### config.mk
export PLATFORM = sky130hd
export DESIGN_NAME = volCmdGen
export DESIGN_NICKNAME = d
export VERILOG_FILES = /design/src/rtl/volCmdPkg.sv /design/src/rtl/volDatapath.sv /design/src/rtl/volControl.sv /design/src/rtl/volCmdGen.sv
export SDC_FILE = /design/constraint.sdc
export NUM_CORES = 1
export LEC_CHECK = 0
export ABC_AREA = 1
export BUFFER_PORTS_ARGS = -buffer_cell sky130_fd_sc_hd__buf_2
export CAP_MARGIN = 20
export CORE_AREA = 8 8 154 228
export DETAILED_ROUTE_END_ITERATION = 12
export DIE_AREA = 0 0 162 236
export PLACE_DENSITY_LB_ADDON = 0.05
export SLEW_MARGIN = 20
export SYNTH_ARGS = -nofsm -noshare
export SYNTH_HDL_FRONTEND = slang
export SYNTH_SLANG_ARGS = --single-unit
### constraint.sdc
create_clock -name clk -period 12.6 [get_ports clk]
set_input_delay 1.89 -clock clk [delete_from_list [all_inputs] [get_ports clk]]
set_output_delay 1.89 -clock clk [all_outputs]
set_load 0.01 [all_outputs]
### src/rtl/volCmdPkg.sv
package volCmdPkg;

  localparam int LVL_W  = 7;
  localparam int CODE_W = 7;
  localparam int DIG_W  = 8;
  localparam int LUT_N  = 256;

  typedef enum logic [2:0] {
    KIND_CH_LVL  = 3'd0,
    KIND_CH_MUTE = 3'd1,
    KIND_MS_LVL  = 3'd2,
    KIND_MS_MUTE = 3'd3,
    KIND_DIG     = 3'd4
  } reqKindT;

  typedef enum logic [1:0] {
    ST_BOOT = 2'd0,
    ST_IDLE = 2'd1,
    ST_PRE  = 2'd2,
    ST_UPD  = 2'd3
  } ctrlStateT;

  // strobes from control to datapath
  typedef struct packed {
    logic applyReq;   // commit the accepted request into storage
    logic updPhase;   // second write of a pair
    logic digSel;     // sequence targets the digital master register
  } ctrlStrobeT;

  typedef logic [LUT_N-1:0][CODE_W-1:0] lutT;

  // log attenuation table, entry 0 pinned to the largest value
  function automatic lutT buildLut();
    lutT t;
    t[0] = CODE_W'(127);
    for (int x = 1; x < LUT_N; x++) begin
      t[x] = CODE_W'($rtoi(20.0 * $log10(255.0 / real'(x)) + 0.5));
    end
    return t;
  endfunction

endpackage

### src/rtl/volDatapath.sv
module volDatapath
  import volCmdPkg::*;
#(
  parameter int NUM_CHAN = 8,
  parameter int ADDR_W   = 5,
  parameter int DIG_ADDR = 17,
  localparam int CH_W    = $clog2(NUM_CHAN),
  localparam int DATA_W  = DIG_W + 1
) (
  input  logic              clk,
  input  logic              rstN,
  input  ctrlStrobeT        strobe,
  input  logic [CH_W-1:0]   chanSel,
  input  logic [2:0]        reqKind,
  input  logic [CH_W-1:0]   reqIndex,
  input  logic [DIG_W-1:0]  reqValue,
  output logic              reqChanged,
  output logic [ADDR_W-1:0] cmdAddr,
  output logic [DATA_W-1:0] cmdData
);

  localparam lutT ATTEN_LUT = buildLut();
  localparam int  PROD_W    = 2 * LVL_W;

  logic [LVL_W-1:0]    chLvl [NUM_CHAN];
  logic [NUM_CHAN-1:0] chMute;
  logic [LVL_W-1:0]    msLvl [2];
  logic [1:0]          msMute;
  logic [DIG_W-1:0]    digVol;

  logic [DIG_W-1:0]    digNew;
  logic                reqSide;
  logic [LVL_W-1:0]    newLvl;

  assign reqSide = reqIndex[0];
  assign newLvl  = reqValue[LVL_W-1:0];
  assign digNew  = (reqValue == '0) ? '0 : DIG_W'(reqValue + DIG_W'(127));

  always_comb begin
    case (reqKind)
      KIND_CH_LVL:  reqChanged = (chLvl[reqIndex] != newLvl);
      KIND_CH_MUTE: reqChanged = (chMute[reqIndex] != reqValue[0]);
      KIND_MS_LVL:  reqChanged = (msLvl[reqSide] != newLvl);
      KIND_MS_MUTE: reqChanged = (msMute[reqSide] != reqValue[0]);
      KIND_DIG:     reqChanged = (digVol != digNew);
      default:      reqChanged = 1'b0;
    endcase
  end

  // per-channel storage
  for (genvar c = 0; c < NUM_CHAN; c++) begin : gChan
    always_ff @(posedge clk) begin
      if (!rstN) begin
        chLvl[c]  <= '0;
        chMute[c] <= 1'b1;
      end else if (strobe.applyReq && reqIndex == CH_W'(c)) begin
        if (reqKind == KIND_CH_LVL)  chLvl[c]  <= newLvl;
        if (reqKind == KIND_CH_MUTE) chMute[c] <= reqValue[0];
      end
    end
  end

  // per-side master storage
  for (genvar s = 0; s < 2; s++) begin : gSide
    always_ff @(posedge clk) begin
      if (!rstN) begin
        msLvl[s]  <= '0;
        msMute[s] <= 1'b1;
      end else if (strobe.applyReq && reqSide == 1'(s)) begin
        if (reqKind == KIND_MS_LVL)  msLvl[s]  <= newLvl;
        if (reqKind == KIND_MS_MUTE) msMute[s] <= reqValue[0];
      end
    end
  end

  always_ff @(posedge clk) begin
    if (!rstN)                                        digVol <= '0;
    else if (strobe.applyReq && reqKind == KIND_DIG)  digVol <= digNew;
  end

  // attenuation code of the channel under sequence
  logic              curSide;
  logic [PROD_W-1:0] prod;
  logic [7:0]        lutIdx;
  logic [CODE_W-1:0] chCode;

  assign curSide = chanSel[0];
  always_comb begin
    prod   = PROD_W'(chLvl[chanSel]) * PROD_W'(msLvl[curSide]);
    lutIdx = 8'(prod / PROD_W'(127));
    chCode = (chMute[chanSel] || msMute[curSide]) ? '0
           : CODE_W'(127) - ATTEN_LUT[lutIdx];
  end

  always_comb begin
    if (strobe.digSel) begin
      cmdAddr = ADDR_W'(DIG_ADDR);
      cmdData = {strobe.updPhase, digVol};
    end else begin
      cmdAddr = ADDR_W'(chanSel);
      cmdData = {strobe.updPhase, strobe.updPhase, chCode};
    end
  end

endmodule

### src/rtl/volControl.sv
module volControl
  import volCmdPkg::*;
#(
  parameter int NUM_CHAN = 8,
  localparam int CH_W    = $clog2(NUM_CHAN)
) (
  input  logic            clk,
  input  logic            rstN,
  input  logic            reqValid,
  input  logic [2:0]      reqKind,
  input  logic [CH_W-1:0] reqIndex,
  input  logic            reqChanged,
  input  logic            cmdReady,
  output logic            reqReady,
  output logic            cmdValid,
  output ctrlStrobeT      strobe,
  output logic [CH_W-1:0] chanSel
);

  ctrlStateT       st;
  logic [CH_W-1:0] chanPtr;
  logic [CH_W-1:0] lastChan;
  logic            stepTwo;
  logic            digMode;
  logic [CH_W-1:0] sideBase;

  assign sideBase = {{(CH_W-1){1'b0}}, reqIndex[0]};

  always_ff @(posedge clk) begin
    if (!rstN) begin
      st       <= ST_BOOT;
      chanPtr  <= '0;
      lastChan <= CH_W'(NUM_CHAN - 1);
      stepTwo  <= 1'b0;
      digMode  <= 1'b0;
    end else begin
      case (st)
        ST_BOOT: st <= ST_PRE;
        ST_IDLE: begin
          if (reqValid && reqChanged) begin
            st <= ST_PRE;
            case (reqKind)
              KIND_CH_LVL, KIND_CH_MUTE: begin
                chanPtr  <= reqIndex;
                lastChan <= reqIndex;
                stepTwo  <= 1'b0;
                digMode  <= 1'b0;
              end
              KIND_MS_LVL, KIND_MS_MUTE: begin
                chanPtr  <= sideBase;
                lastChan <= sideBase + CH_W'(NUM_CHAN - 2);
                stepTwo  <= 1'b1;
                digMode  <= 1'b0;
              end
              KIND_DIG: digMode <= 1'b1;
              default:  st <= ST_IDLE;
            endcase
          end
        end
        ST_PRE: if (cmdReady) st <= ST_UPD;
        ST_UPD: begin
          if (cmdReady) begin
            if (!digMode && chanPtr != lastChan) begin
              chanPtr <= chanPtr + (stepTwo ? CH_W'(2) : CH_W'(1));
              st      <= ST_PRE;
            end else begin
              st <= ST_IDLE;
            end
          end
        end
        default: st <= ST_IDLE;
      endcase
    end
  end

  assign reqReady        = (st == ST_IDLE);
  assign cmdValid        = (st == ST_PRE) || (st == ST_UPD);
  assign strobe.applyReq = (st == ST_IDLE) && reqValid && reqChanged;
  assign strobe.updPhase = (st == ST_UPD);
  assign strobe.digSel   = digMode;
  assign chanSel         = chanPtr;

endmodule

### src/rtl/volCmdGen.sv
module volCmdGen
  import volCmdPkg::*;
#(
  parameter int NUM_CHAN = 8,
  parameter int ADDR_W   = 5,
  parameter int DIG_ADDR = 17,
  localparam int CH_W    = $clog2(NUM_CHAN),
  localparam int DATA_W  = DIG_W + 1
) (
  input  logic              clk,
  input  logic              rstN,
  input  logic              reqValid,
  output logic              reqReady,
  input  logic [2:0]        reqKind,
  input  logic [CH_W-1:0]   reqIndex,
  input  logic [DIG_W-1:0]  reqValue,
  output logic              cmdValid,
  input  logic              cmdReady,
  output logic [ADDR_W-1:0] cmdAddr,
  output logic [DATA_W-1:0] cmdData
);

  ctrlStrobeT      strobe;
  logic [CH_W-1:0] chanSel;
  logic            reqChanged;

  volControl #(.NUM_CHAN(NUM_CHAN)) uCtrl (
    .clk(clk), .rstN(rstN), .reqValid(reqValid), .reqKind(reqKind),
    .reqIndex(reqIndex), .reqChanged(reqChanged), .cmdReady(cmdReady),
    .reqReady(reqReady), .cmdValid(cmdValid), .strobe(strobe),
    .chanSel(chanSel)
  );

  volDatapath #(.NUM_CHAN(NUM_CHAN), .ADDR_W(ADDR_W), .DIG_ADDR(DIG_ADDR)) uDp (
    .clk(clk), .rstN(rstN), .strobe(strobe), .chanSel(chanSel),
    .reqKind(reqKind), .reqIndex(reqIndex), .reqValue(reqValue),
    .reqChanged(reqChanged), .cmdAddr(cmdAddr), .cmdData(cmdData)
  );

endmodule

-- Word level (Yosys, flattened, before mapping)
Memory sizes are Yosys's and may differ from the RTL's. A register that Yosys moved wholly into a read port is not among the register bits.
Index checks and enable logic that the tools add are counted.
- word-level logic and storage cells: 185
- memory bits (read-only): 1792
- output and inout bits: 16
- register bits after elaboration: 28
- memories: 3
- memory bits (writable): 70
- input port bits: 18
- memory list (memory ; words ; width ; rd ports ; clocked after Yosys merged registers in ; write ports ; line ; text):
    (no name shown) ; 256 ; 7 ; 1 ; 0 ; 0 ; volDatapath.sv:92 ; : CODE_W'(127) - ATTEN_LUT[lutIdx];
    uDp.chLvl ; 8 ; 7 ; 2 ; 1 ; 8 ; volDatapath.sv:25 ; logic [LVL_W-1:0] chLvl [NUM_CHAN];
    uDp.msLvl ; 2 ; 7 ; 2 ; 1 ; 2 ; volDatapath.sv:27 ; logic [LVL_W-1:0] msLvl [2];
- reductions and logical operators: 43
- equality and inequality tests: 25
- add/subtract/negate cells: 4
- $mul: 1
- divide/modulo/power cells: 1
- muxes and demuxes: 76
- bitwise operators: 11
- order comparisons: 5
- operators by type and width (kind ; number):
    7-bit two-way mux ; 12
    1-bit two-way mux ; 41
    2-bit AND reduction ; 10
    3-bit one-hot mux with 2 select lines ; 3
    8-bit two-way mux ; 2
    3-bit equality test, second input constant ; 5
    1-bit logical AND ; 15
    3-bit two-way mux ; 5
    14-bit by 7-bit divider with 14-bit output, second input constant ; 1
    7-bit by 7-bit multiplier with 14-bit output ; 1
    7-bit inequality test ; 2
    3-bit by 2-bit equality test with 1-bit output, second input constant ; 4
    2-bit two-way mux ; 6
    1-bit OR ; 10
    8-bit by 9-bit < comparator with 1-bit output, second input constant ; 1
    3-bit AND reduction ; 3
    8-bit by 7-bit adder with 8-bit output, second input constant ; 1
    8-bit logical NOT ; 1
    3-bit by 4-bit < comparator with 1-bit output, second input constant ; 2
    8-bit inequality test ; 1
    2-bit one-hot mux with 4 select lines ; 1
    7-bit subtractor, first input constant ; 1
    1-bit binary-select mux with 3-bit select ; 2
    3-bit by 1-bit equality test with 1-bit output, second input constant ; 2
    23 further kinds ; 34

-- Depth between registers and ports, before layout
- depth in word-level cells: 10
- depth in mapped cells: 86
- mapped depth without buffers: 81

-- Hierarchy
A second synthesis with hierarchy kept.
- cell total of the unflattened synthesis: 1380
- area, all modules: 9501.6 um^2
- modules (own cells, without submodules) (module ; times used ; area an instance (um^2) ; cells an instance ; seq. area each (um^2)):
    volDatapath ; 1 ; 8893.5 ; 1287 ; 2462.4
    volControl ; 1 ; 608.1 ; 93 ; 200.2

-- Least setup slack after synthesis
No wires, ideal clock.
- path type: reg2out
- start: register (tool-made name)
- end: output port cmdData[3]
- data arrival time: 9.511 ns
- buffers on the path: 5
- cell stages (with the launch flop): 78
- required time: 10.710 ns
- setup slack: 1.199 ns
- cell sequence: dfxtp_1 clkbuf_1 inv_1 clkbuf_1 clkbuf_1 a21oi_1 o21ai_0 o211ai_1 o21ai_1 nor2_1 fa_1 inv_1 fa_1 inv_1 fa_1 inv_1 fa_1 inv_1 [42 not listed] nor2_1 nand3_1 nor2_2 nand2_4 nand3_4 nand2_1 nand2_1 inv_2 nand4_4 inv_1 ha_1 inv_1 nor2_1 a2111oi_0 nor3_1 o21ai_0 o21ai_1 o21ai_0
- RTL lines (item ; line ; text):
    end, declared ; volCmdGen.sv:20 ; output logic [DATA_W-1:0] cmdData

==> summary by stage <==
Hold path
The path with the worst hold slack has its endpoint at uCtrl.lastChan[1]. Along the worst hold path, the cell count comes to 2. The type of the tightest min-delay check is reg -> reg. In this run the most critical hold path is launched from uCtrl.lastChan[1].

Setup path
The worst endpoint data arrival time is 10.13 ns. The terminus of the critical flop-to-flop path is uDp.chLvl[4][0]. The register-to-register path setup slack is 7.72 ns. The category of the critical setup timing path is reg -> out. The largest single stage delay on the critical path is 0.52 ns.

The worst setup path is launched from a register. Counting cells, the worst reg-to-reg path comes to 14. The largest fanout on the critical path is 7. In this run the critical register-to-register path is launched from uDp.chLvl[7][0]. The most numerous cell type found on the critical path is sky130_fd_sc_hd__nand2_1. On the critical path, the stage with the largest delay is an instance of sky130_fd_sc_hd__fa_1.

The critical path required time is 10.71 ns. STA classifies the critical path endpoint as an output port.

Pwr
The leakage power is 5.104 nW. The maximum vdd ir drop is 0.1645 mV. After layout, the design draws a total of 3.575 mW. The total power per unit cell area is 314.3 nW/µm².

Die
The floorplan step set the die width to 162 µm. The floorplan has 80 rows. 34 I/O pins were placed. The die covers 38230 µm².

The initial standard-cell utilization of the core is 0.2962. The overall die height is 236 µm. The total core area is 31630 µm².

Route
The via density per instance is 5.048. Summing over every cut layer, the via total after detailed routing is 9167. The first-pass detailed-route iteration total is 5.

The number of nets with antenna violations after detailed routing is 0. The first routing iteration left 449 violations. The DRC violations left is 0. Summed over all layers, the routed wires come to 34080 µm. The detailed-route wire length per cell is 18.77 µm.

Finish
Once layout is complete, the utilization of the core stands at 0.3595. The multi-input combinational cells in the finished layout cover a total of 6326 µm². The final cell area excluding filler cells is 11370 µm². The sequential cells in the finished layout cover a total of 2751 µm².

The count of fill cells added during filler insertion is 3502. Relative to the synthesized area, the layout overhead comes to 21.40%. The fraction of layout instances using a drive strength above 1 is 0.2235.

The number of nets in the layout is 1487.

Run
The count of max-cap constraint violations is 0.

Place
Once detailed placement completed, the half-perimeter wirelength came to 26540 µm. The port buffer count is 32. The instance area after placement is 9986 µm². The weighted congestion at the end of routability-driven global placement is 0.8749.

Logic synthesis
The share of synthesized area in the top cell type comes to 0.2244. The most area-hungry cell type in the Yosys netlist is sky130_fd_sc_hd__edfxtp_1. Yosys printed 0 warnings. The netlist uses 53 different library cells. Counting flops with an async set or reset pin after synthesis yields a share of 0.

In the synthesized netlist the dominant register cell turns out to be sky130_fd_sc_hd__edfxtp_1. Synthesis produced a netlist whose cell count is 1337. Counting flops with a built-in enable in the synthesized netlist gives 70. Counting flops and latches in the post-synthesis netlist gives 102. In the synthesized netlist, the cells that appear most often are 265 x sky130_fd_sc_hd__nand2_1, 205 x sky130_fd_sc_hd__nor2_1, 163 x sky130_fd_sc_hd__inv_1, 100 x sky130_fd_sc_hd__o21ai_0, 71 x sky130_fd_sc_hd__nand3_1.

The post-synthesis cell area is 9368 µm². For this run, the register share of the synthesized area comes to 0.2928. After synthesis, the mean cell area works out to 7.007 µm². The number of nets in the synthesized netlist is 1424. The most numerous cell in the Yosys netlist is sky130_fd_sc_hd__nand2_1. Ranked by total cell area, the synthesized netlist is headed by sky130_fd_sc_hd__edfxtp_1 22%, sky130_fd_sc_hd__nand2_1 11%, sky130_fd_sc_hd__nor2_1 8.2%, sky130_fd_sc_hd__dfxtp_1 6.8%, sky130_fd_sc_hd__inv_1 6.5%.

STA
The number of max-slew violations in the final report is 0. The total setup violations reported at the end of the flow is 0. The minimum clock period after layout is 12.02 ns. Of the available clock period, the critical path in the final layout requires 0.9536. The number of endpoints with negative hold slack in the final report is 0.

Hold timing on the final database bottoms out at a slack of 0.4892 ns. Derived from the worst setup path, the maximum achievable clock frequency is 83.23 MHz. At the pin with the least slew margin, the transition time is 1.158 ns. The worst pin sits at a relative slew slack of 0.2253.

For the final database, setup skew stands at 0.01333 ns.

GRT
Entering global routing, the biggest net connects 31 pins. After global routing the overflow that remains totals 0. The number of global-route vias before repair is 9253. The global-route usage over all layers is 0.1744. The initial antenna violation count is 1. The wire length of the first global-routing pass is 51600 µm.

Clock tree
The TritonCTS sink count is 102. After clock tree synthesis, the clock-pin slew on the worst setup and hold paths is 0.08 ns. The maximum level of the CTS H-tree is 3.

The buffer type at the clock tree root is sky130_fd_sc_hd__clkbuf_16. At the later pin of the worst-skew pair, clock insertion delay measures 0.38 ns. The CTS tree is done. Buffers inserted during clock tree synthesis total 9. No sink is reached through more buffers than the 2 on the longest clock path.

Status
The run finished with clean final reports.
-- sequential cells by signal, summed over array words and instances, names as in the netlist, named ones only --
| signal | flops |
|---|---|
| uCtrl.chanSel | 3 |
| uDp.digVol | 8 |
| uCtrl.stepTwo | 1 |
| uCtrl.lastChan | 3 |
| uCtrl.digMode | 1 |
| uDp.chLvl | 56 |
| uCtrl.st | 2 |
| uDp.chMute | 8 |
| uDp.msMute | 2 |
| uDp.msLvl | 14 |
-- per-stage QoR --
step	setup slack, ns	std cells	TNS, ns
2_1_floorplan	1.199	1337	0
3_3_place_gp	-0.1848	1751	-0.1848
3_5_place_dp	-0.1706	1751	-0.1706
4_1_cts	0.01911	1773	0
5_1_grt	-0.1046	1816	-0.3341
6_report	0.5847	1816	0
-- how the worst max path moves through the flow --
stage / depth (start not counted) / endpoint / slack (ns)
global placement: 71 / cmdData[0] / -0.18
floorplan: 77 / cmdData[3] / 1.20
detailed placement: 69 / cmdData[0] / -0.17
finish: 75 / cmdData[0] / 0.58
global route: 74 / cmdData[0] / -0.10
CTS: 74 / cmdData[0] / 0.02
-- area by class of cell --
| type | instances | share of cell area |
|---|---|---|
| multi-input cells | 995 | 0.5563 |
| flip-flops and latches | 102 | 0.2419 |
| repair buffers | 98 | 0.06568 |
| inverters | 193 | 0.06557 |
| well taps | 410 | 0.04511 |
| clock buffers | 10 | 0.02024 |
| clock inverters | 6 | 0.004291 |
| repair inverters | 1 | 0.0006601 |
| diodes | 1 | 0.0002200 |
-- worst max-delay path, delay by kind of cell (launching register included) --
| family | cells | cell delay, ns |
|---|---|---|
| fa+ha+maj | 7 | 2.32 |
| simple gates | 48 | 4.73 |
| flops | 1 | 0.39 |
| compound gates | 8 | 1.07 |
| buf+inv | 12 | 1.25 |
-- power breakdown --
group	internal [mW]	switching, mW	total (mW)
registers	0.369	0.0134	0.382
clock network	0.137	0.143	0.279
logic	1.06	1.85	2.91
total	1.56	2.01	3.57
-- metal layers --
metal  global-route usage  routed length (µm)  up-vias
li1                     -                   -     4543
met5                    0                   0        -
met1               0.1724               12710     4427
met4              0.08021                1355        0
met2               0.3521               19430      134
met3              0.01499                 583       63
-- what timing repair did --
action	CTS	global route
pin swaps	6	81
hold buffers	0	0
gates cloned	1	3
setup buffers	5	39
setup endpoints to repair	5	7
gates resized for setup	17	186
-- placed cells by master (no fill, tap or decap), drive strengths merged, types with 2 or more instances in the layout --
master | Yosys | routed
nand2 | 293 | 293
nor2 | 220 | 220
inv | 181 | 181
o21ai | 113 | 113
buf | 8 | 97
nand3 | 84 | 85
edfxtp | 70 | 70
a21oi | 69 | 69
ha | 44 | 44
dfxtp | 32 | 32
fa | 25 | 25
nand4 | 23 | 23
xor2 | 17 | 17
a22oi | 16 | 16
clkinv | 12 | 15
clkbuf | 40 | 11
o211ai | 9 | 9
nor3 | 9 | 9
a31oi | 8 | 8
or2 | 7 | 7
a22o | 7 | 7
o2bb2ai | 7 | 7
a221oi | 7 | 7
a211oi | 7 | 7
nor4 | 7 | 7
xnor2 | 5 | 5
clkinvlp | 0 | 4
o21a | 3 | 3
o2111ai | 3 | 3
o22ai | 2 | 2
nand3b | 2 | 2
-- logic make-up after synthesis --
family                     after synthesis  synth area share
AOI/OAI and AO/OA                      257            0.1599
xor gates and xnor gates                22           0.02057
adders and majority gates               69            0.1122
buffers and inverters                  241            0.1000
DFF                                    102            0.2928
other                                    1         0.0004003
and+or+nand+nor                        645            0.3141
Power figures use the tool's default switching activity.
